### src/rtl/gpio_res_pkg.sv
package gpio_res_pkg;

    typedef enum logic [1:0] {
        LNK_OPEN = 2'b00,
        LNK_LOW  = 2'b01,
        LNK_HIGH = 2'b10
    } link_state_e;

    typedef enum logic {
        EV_IDLE  = 1'b0,
        EV_ARMED = 1'b1
    } eval_state_e;

    typedef struct packed {
        logic det;
        logic lvl;
    } pin_res_t;

    localparam logic [1:0] MODE_OUT = 2'b01;
    localparam logic [1:0] PULL_UP  = 2'b01;
    localparam logic [1:0] PULL_DN  = 2'b10;

endpackage

### src/rtl/gpio_pin_link.sv
module gpio_pin_link
    import gpio_res_pkg::*;
(
    input  logic        clk,
    input  logic        rst_n,
    input  logic        is_out,
    input  logic        is_od,
    input  logic        cfg_wr,
    input  logic        drv_vld,
    input  logic        drv_lvl,
    input  logic        disc_hit,
    output link_state_e state_o,
    output logic        accept_o,
    output logic        conflict_o
);

    link_state_e state_q, state_d;
    logic        drv_ok;
    logic        reject_d, force_d;

    // A drive is acceptable on an input, or as a low level on an open-drain output
    assign drv_ok   = !is_out || (is_od && !drv_lvl);
    assign accept_o = drv_vld && drv_ok && !disc_hit;
    assign state_o  = state_q;

    // State register
    always_ff @(posedge clk or negedge rst_n) begin
        if (!rst_n) state_q <= LNK_OPEN;
        else        state_q <= state_d;
    end

    // Transitions: DISC_REQ > DRIVE_ACCEPT > REJECT / FORCE_DROP
    always_comb begin
        state_d  = state_q;
        reject_d = 1'b0;
        force_d  = 1'b0;
        if (disc_hit) begin
            state_d = LNK_OPEN;
        end else if (drv_vld && drv_ok) begin
            state_d = drv_lvl ? LNK_HIGH : LNK_LOW;
        end else begin
            reject_d = drv_vld;
            unique case (state_q)
                LNK_OPEN: state_d = LNK_OPEN;
                LNK_LOW: begin
                    if (cfg_wr && is_out && !is_od) begin
                        state_d = LNK_OPEN;
                        force_d = 1'b1;
                    end
                end
                LNK_HIGH: begin
                    if (cfg_wr && is_out) begin
                        state_d = LNK_OPEN;
                        force_d = 1'b1;
                    end
                end
                default: state_d = LNK_OPEN;
            endcase
        end
    end

    // Output register: conflict pulse
    always_ff @(posedge clk or negedge rst_n) begin
        if (!rst_n) conflict_o <= 1'b0;
        else        conflict_o <= reject_d | force_d;
    end

    // a rejected drive leaves the link untouched and flags a conflict
    a_r5_reject_holds: assert property (@(posedge clk) disable iff (!rst_n)
        (drv_vld && !drv_ok && !disc_hit && !cfg_wr) |=> (state_q == $past(state_q)) && conflict_o);

    // an accepted drive records its level
    a_r6_accept_records: assert property (@(posedge clk) disable iff (!rst_n)
        (drv_vld && drv_ok && !disc_hit) |=> (state_q == ($past(drv_lvl) ? LNK_HIGH : LNK_LOW)));

    // a disconnect request wins over everything
    a_r8_disc_wins: assert property (@(posedge clk) disable iff (!rst_n)
        disc_hit |=> (state_q == LNK_OPEN));

    // a contending configuration write drops the link
    a_r7_forced_drop: assert property (@(posedge clk) disable iff (!rst_n)
        (cfg_wr && !disc_hit && !(drv_vld && drv_ok) && is_out &&
         ((state_q == LNK_HIGH) || (state_q == LNK_LOW && !is_od)))
        |=> (state_q == LNK_OPEN) && conflict_o);

endmodule

### src/rtl/gpio_pin_resolve.sv
module gpio_pin_resolve
    import gpio_res_pkg::*;
(
    input  logic [1:0]  mode_fld,
    input  logic [1:0]  pull_fld,
    input  logic        is_od,
    input  logic        odata,
    input  link_state_e link,
    output pin_res_t    res_o
);

    pin_res_t pull_res;

    // Resolution from the pull field alone: 01 up, 10 down, otherwise floating
    always_comb begin
        unique case (pull_fld)
            PULL_UP: pull_res = '{det: 1'b1, lvl: 1'b1};
            PULL_DN: pull_res = '{det: 1'b1, lvl: 1'b0};
            default: pull_res = '{det: 1'b0, lvl: 1'b0};
        endcase
    end

    always_comb begin
        if (mode_fld == MODE_OUT) begin
            if (!is_od)             res_o = '{det: 1'b1, lvl: odata};
            else if (!odata)        res_o = '{det: 1'b1, lvl: 1'b0};
            else if (link == LNK_LOW) res_o = '{det: 1'b1, lvl: 1'b0};
            else                    res_o = pull_res;
        end else begin
            unique case (link)
                LNK_LOW:  res_o = '{det: 1'b1, lvl: 1'b0};
                LNK_HIGH: res_o = '{det: 1'b1, lvl: 1'b1};
                default:  res_o = pull_res;
            endcase
        end
    end

endmodule

### src/rtl/gpio_level_resolver.sv
module gpio_level_resolver
    import gpio_res_pkg::*;
#(
    parameter int PINS = 16
) (
    input  logic                clk,
    input  logic                rst_n,
    input  logic [2*PINS-1:0]   mode_i,
    input  logic [PINS-1:0]     otype_i,
    input  logic [2*PINS-1:0]   pull_i,
    input  logic [PINS-1:0]     odata_i,
    input  logic                cfg_wr_i,
    input  logic                data_wr_i,
    input  logic [PINS-1:0]     drv_vld_i,
    input  logic [PINS-1:0]     drv_lvl_i,
    input  logic                disc_req_i,
    input  logic [PINS-1:0]     disc_mask_i,
    output logic [PINS-1:0]     idr_o,
    output logic [PINS-1:0]     rise_o,
    output logic [PINS-1:0]     fall_o,
    output logic [PINS-1:0]     conflict_o
);

    localparam int FW = 2;

    logic [PINS-1:0] accept;
    logic [PINS-1:0] res_det, res_lvl;
    logic [PINS-1:0] idr_d;
    logic            arm;
    eval_state_e     ev_q, ev_d;

    for (genvar p = 0; p < PINS; p++) begin : g_pin
        link_state_e link;
        pin_res_t    res;
        logic        out_sel;

        assign out_sel = (mode_i[FW*p +: FW] == MODE_OUT);

        gpio_pin_link u_link (
            .clk        (clk),
            .rst_n      (rst_n),
            .is_out     (out_sel),
            .is_od      (otype_i[p]),
            .cfg_wr     (cfg_wr_i),
            .drv_vld    (drv_vld_i[p]),
            .drv_lvl    (drv_lvl_i[p]),
            .disc_hit   (disc_req_i && disc_mask_i[p]),
            .state_o    (link),
            .accept_o   (accept[p]),
            .conflict_o (conflict_o[p])
        );

        gpio_pin_resolve u_res (
            .mode_fld (mode_i[FW*p +: FW]),
            .pull_fld (pull_i[FW*p +: FW]),
            .is_od    (otype_i[p]),
            .odata    (odata_i[p]),
            .link     (link),
            .res_o    (res)
        );

        assign res_det[p] = res.det;
        assign res_lvl[p] = res.lvl;
    end

    assign arm   = cfg_wr_i | data_wr_i | disc_req_i | (|accept);
    assign idr_d = (res_det & res_lvl) | (~res_det & idr_o);

    // Evaluation state register (armed out of reset: R9)
    always_ff @(posedge clk or negedge rst_n) begin
        if (!rst_n) ev_q <= EV_ARMED;
        else        ev_q <= ev_d;
    end

    always_comb begin
        unique case (ev_q)
            EV_IDLE:  ev_d = arm ? EV_ARMED : EV_IDLE;
            EV_ARMED: ev_d = arm ? EV_ARMED : EV_IDLE;
            default:  ev_d = EV_IDLE;
        endcase
    end

    // Outputs
    always_ff @(posedge clk or negedge rst_n) begin
        if (!rst_n) begin
            idr_o  <= '0;
            rise_o <= '0;
            fall_o <= '0;
        end else begin
            unique case (ev_q)
                EV_ARMED: begin
                    idr_o  <= idr_d;
                    rise_o <= res_det &  res_lvl & ~idr_o;
                    fall_o <= res_det & ~res_lvl &  idr_o;
                end
                default: begin
                    rise_o <= '0;
                    fall_o <= '0;
                end
            endcase
        end
    end

    // a rise pulse means the bit went from 0 to 1
    a_r10_rise_true: assert property (@(posedge clk) disable iff (!rst_n)
        (|rise_o) |-> (((rise_o & ~idr_o) == '0) && ((rise_o & $past(idr_o)) == '0)));

    // a fall pulse means the bit went from 1 to 0
    a_r10_fall_true: assert property (@(posedge clk) disable iff (!rst_n)
        (|fall_o) |-> (((fall_o & idr_o) == '0) && ((fall_o & ~$past(idr_o)) == '0)));

    // the input data only moves after an armed cycle
    a_r11_idr_hold: assert property (@(posedge clk) disable iff (!rst_n)
        !$past(ev_q == EV_ARMED) |-> $stable(idr_o));

endmodule

### config.mk
export PLATFORM = sky130hd
export DESIGN_NAME = gpio_level_resolver
export DESIGN_NICKNAME = d
export VERILOG_FILES = /design/src/rtl/gpio_res_pkg.sv /design/src/rtl/gpio_pin_link.sv /design/src/rtl/gpio_pin_resolve.sv /design/src/rtl/gpio_level_resolver.sv
export SDC_FILE = /design/constraint.sdc
export NUM_CORES = 1
export LEC_CHECK = 0
export BUFFER_PORTS_ARGS = -buffer_cell sky130_fd_sc_hd__buf_2
export CORE_ASPECT_RATIO = 0.6
export CORE_MARGIN = 3
export CORE_UTILIZATION = 30
export DETAILED_ROUTE_END_ITERATION = 12
export SYNTH_ARGS = -nofsm -noshare
export SYNTH_HDL_FRONTEND = slang
export SYNTH_HIERARCHICAL = 1
export SYNTH_SLANG_ARGS = --single-unit
### constraint.sdc
create_clock -name clk -period 1.5 [get_ports clk]
set_clock_uncertainty 0.2 [all_clocks]
set_input_delay 0.075 -clock clk [delete_from_list [all_inputs] [get_ports clk]]
set_output_delay 0.075 -clock clk [all_outputs]
set_load 0.05 [all_outputs]
==> impl_metrics.env <==
export IMPL_nNetsFinal=1504
export IMPL_final_cell_area_um2=13500
export IMPL_drv_cap=0
export IMPL_drtIter0Drc=258
export IMPL_internal_power_mw=6.15
export IMPL_hold_ws_ns=-0.0324
export IMPL_port_buffer_count=212
export IMPL_routabilityCongestion=0.831
export IMPL_power_switching_mw=3.72
export IMPL_setup_ws_ns=-0.287
export IMPL_synth_edf_count=0
export IMPL_yosysTopAreaCell="dfrtp_1"
export IMPL_num_io_pins=213
export IMPL_die_x_um=212
export IMPL_p_seq_frac=0.312
export IMPL_die_h_um=130
export IMPL_worstMarginPinSlew_ns=0.336
export IMPL_clk_latency_ns=0.37
export IMPL_place_ws_ns=-0.677
export IMPL_dpl_cell_area_um2=10400
export IMPL_grt_start_max_net_pins=39
export IMPL_fin_cells=1603
export IMPL_async_reset_ff_frac=1.00
export IMPL_clock_power_share=0.250
export IMPL_netlist_top_cells_count="144 x inv_1, 96 x dfrtp_1, 80 x ha_1, 80 x nand2_1, 48 x nor2_1"
export IMPL_htree_levels=3
export IMPL_grt_total_usage=0.177
export IMPL_vias=7538
export IMPL_clockBufferDepth=2
export IMPL_cts_sinks=97
export IMPL_postRouteAntennaNets=0
export IMPL_ys_seq_area_frac=0.316
export IMPL_root_buffer="clkbuf_16"
export IMPL_outcome="finished with violations"
export IMPL_tns_ns=-9.72
export IMPL_p_sw_frac=0.377
export IMPL_synthCells=810
export IMPL_dieArea_um2=27600
export IMPL_multi_input_area_um2=6410
export IMPL_synthFlopType="dfrtp_1"
export IMPL_pwr_share_comb=0.438
export IMPL_crit_path_max_fanout=3
export IMPL_fin_crit_ns=1.79
export IMPL_dr_pass1_iters=4
export IMPL_setup_viol=86
export IMPL_hp_class="input port to flop"
export IMPL_grt_pass1_vias=7658
export IMPL_power_mw=9.87
export IMPL_syn_to_final_growth_pct=75.3
export IMPL_wl_per_cell_um=16.0
export IMPL_ir_drop_uv=514
export IMPL_grt_overflow_total=0
export IMPL_syn_nets=1039
export IMPL_slew_viol_final=0
export IMPL_initial_core_util=0.311
export IMPL_end_kind="flop"
export IMPL_drt_total_wl_mm=25.7
export IMPL_dpl_cell_count=1490
export IMPL_ys_top_cells_by_area="dfrtp_1 31%, ha_1 13%, inv_1 7.0%"
export IMPL_drc=0
export IMPL_maxSlewHeadroom=0.775
export IMPL_antenna_found_initial=3
export IMPL_yosys_warnings=6
export IMPL_synth_ff_latch_count=97
export IMPL_p_leak_nw=6.31
export IMPL_synth_top_area_share=0.313
export IMPL_crit_arrival_ns=1.84
export IMPL_yosysMostFrequentCell="inv_1"
export IMPL_p_per_area_nw_per_um2=733
export IMPL_final_layout_size_suffix_gt1_frac=0.623
export IMPL_seq_area_um2=2440
export IMPL_postLayoutCoreUtil=0.546
export IMPL_core_um2=24700
export IMPL_fillers=2171
export IMPL_fin_crit_sh=1.19
export IMPL_worstSetupPathType="flop to flop"
export IMPL_crit_required_ns=1.55
export IMPL_fmax_mhz=560
export IMPL_cts_tree="built"
export IMPL_routed_via_density=4.70
export IMPL_rows=44
export IMPL_start_kind="flop"
export IMPL_hold_viol=1
export IMPL_rsz0062_at_grt="yes"
export IMPL_netlist_area_um2=7670
export IMPL_hpwl_mm=17.4
export IMPL_syn_avg_cell_area_um2=9.47
export IMPL_grt_pass1_wl_mm=38.4
export IMPL_synth_cell_type_count=29
export IMPL_clkTransAtPathRegs_ns=0.08
export IMPL_violations="hold timing, setup timing"
export IMPL_cts_buffers=9
==> metal layers <==
metal / wire length [um] / vias up / GRT usage / part of all wire
met1: 11900 / 3658 / 0.230 / 0.46
met2: 12200 / 139 / 0.296 / 0.48
li1: - / 3715 / - / -
met3: 1290 / 20 / 0.0509 / 0.050
met5: 28 / - / 0 / 0.0011
met4: 222 / 6 / 0.0336 / 0.0087
==> power by group through the flow <==
| stage | clock [mW] | combinational [mW] | sequential (mW) |
|---|---|---|---|
| detailed placement | 0 | 3.21 | 3.08 |
| CTS | 2.60 | 3.90 | 3.05 |
| global placement | 0 | 3.17 | 3.07 |
| floorplan | 0 | 1.22 | 3.81 |
| finish | 2.46 | 4.32 | 3.08 |
| global route | 2.66 | 4.62 | 3.12 |
==> cell families (layout without fill, tap and decap cells) <==
logic type               after synthesis  in the layout  synth area share
AO/OA/AOI/OAI                        160            160             0.172
adder cells (fa/ha/maj)               80             80             0.130
buffers and inverters                147            617            0.0724
flip-flops                            97             97             0.316
multiplexers                          48             48            0.0757
other                                  0              1                 0
AND/OR/NAND/NOR                      278            278             0.233
==> cell type report <==
type,count,share of cell area
tap,322,0.0299
clock buffer,10,0.0170
timing repair buffer,457,0.246
sequential,97,0.181
inverter,144,0.0444
clock inverter,6,0.00493
antenna,1,0.000186
multi-input combinational,566,0.476
==> cell usage in the layout, fill, tap and decap left out, drive strengths merged, types with 3 or more instances in the layout <==
cell type / n
dfrtp: 96
a31o: 16
and4: 32
nor3b: 32
a211oi: 32
o211a: 16
o2bb2ai: 16
clkbuf: 10
clkinvlp: 3
o21ai: 16
a21boi: 16
nor2b: 48
inv: 145
ha: 80
o22ai: 16
buf: 385
mux2i: 16
nand2b: 16
a21oi: 32
nor2: 48
and2: 16
dlygate4sd3: 72
nand2: 80
mux2: 32
nor4: 4
==> worst paths after layout <==
path                            slack, ns                                   start  cells after the start              endpoint
worst min register to register       0.27                                    flop                      1   rise_o[6]$_DFF_PN0_
min in group asynchronous            0.04                                   rst_n                      3  rise_o[15]$_DFF_PN0_
max in group asynchronous            0.48                                   rst_n                      3   rise_o[3]$_DFF_PN0_
worst max-delay path                -0.29  g_pin[6].u_link/state_o[0]$_DFFE_PN0P_                      5                  flop
worst min-delay path                -0.03                               data_wr_i                      5        ev_q$_DFF_PN1_
worst max register to register      -0.29  g_pin[6].u_link/state_o[0]$_DFFE_PN0P_                      5                  flop
==> timing repair <==
item                                    in CTS  in global routing
gates resized for setup                    236                189
pin swaps                                   95                105
hold endpoints to repair                   179                  2
endpoints found under the setup margin      97                 97
buffers inserted                            17                 17
gates cloned                                 0                  0
hold buffers                                72                  1
==> worst max-delay path, stage by stage (launching register included) <==
cell,delay (ns)
dfrtp_1,0.42
inv_1,0.10
ha_4,0.27
mux2i_1,0.25
o22ai_2,0.14
mux2_4,0.28
Note: power is estimated with default switching activity, not from simulation.
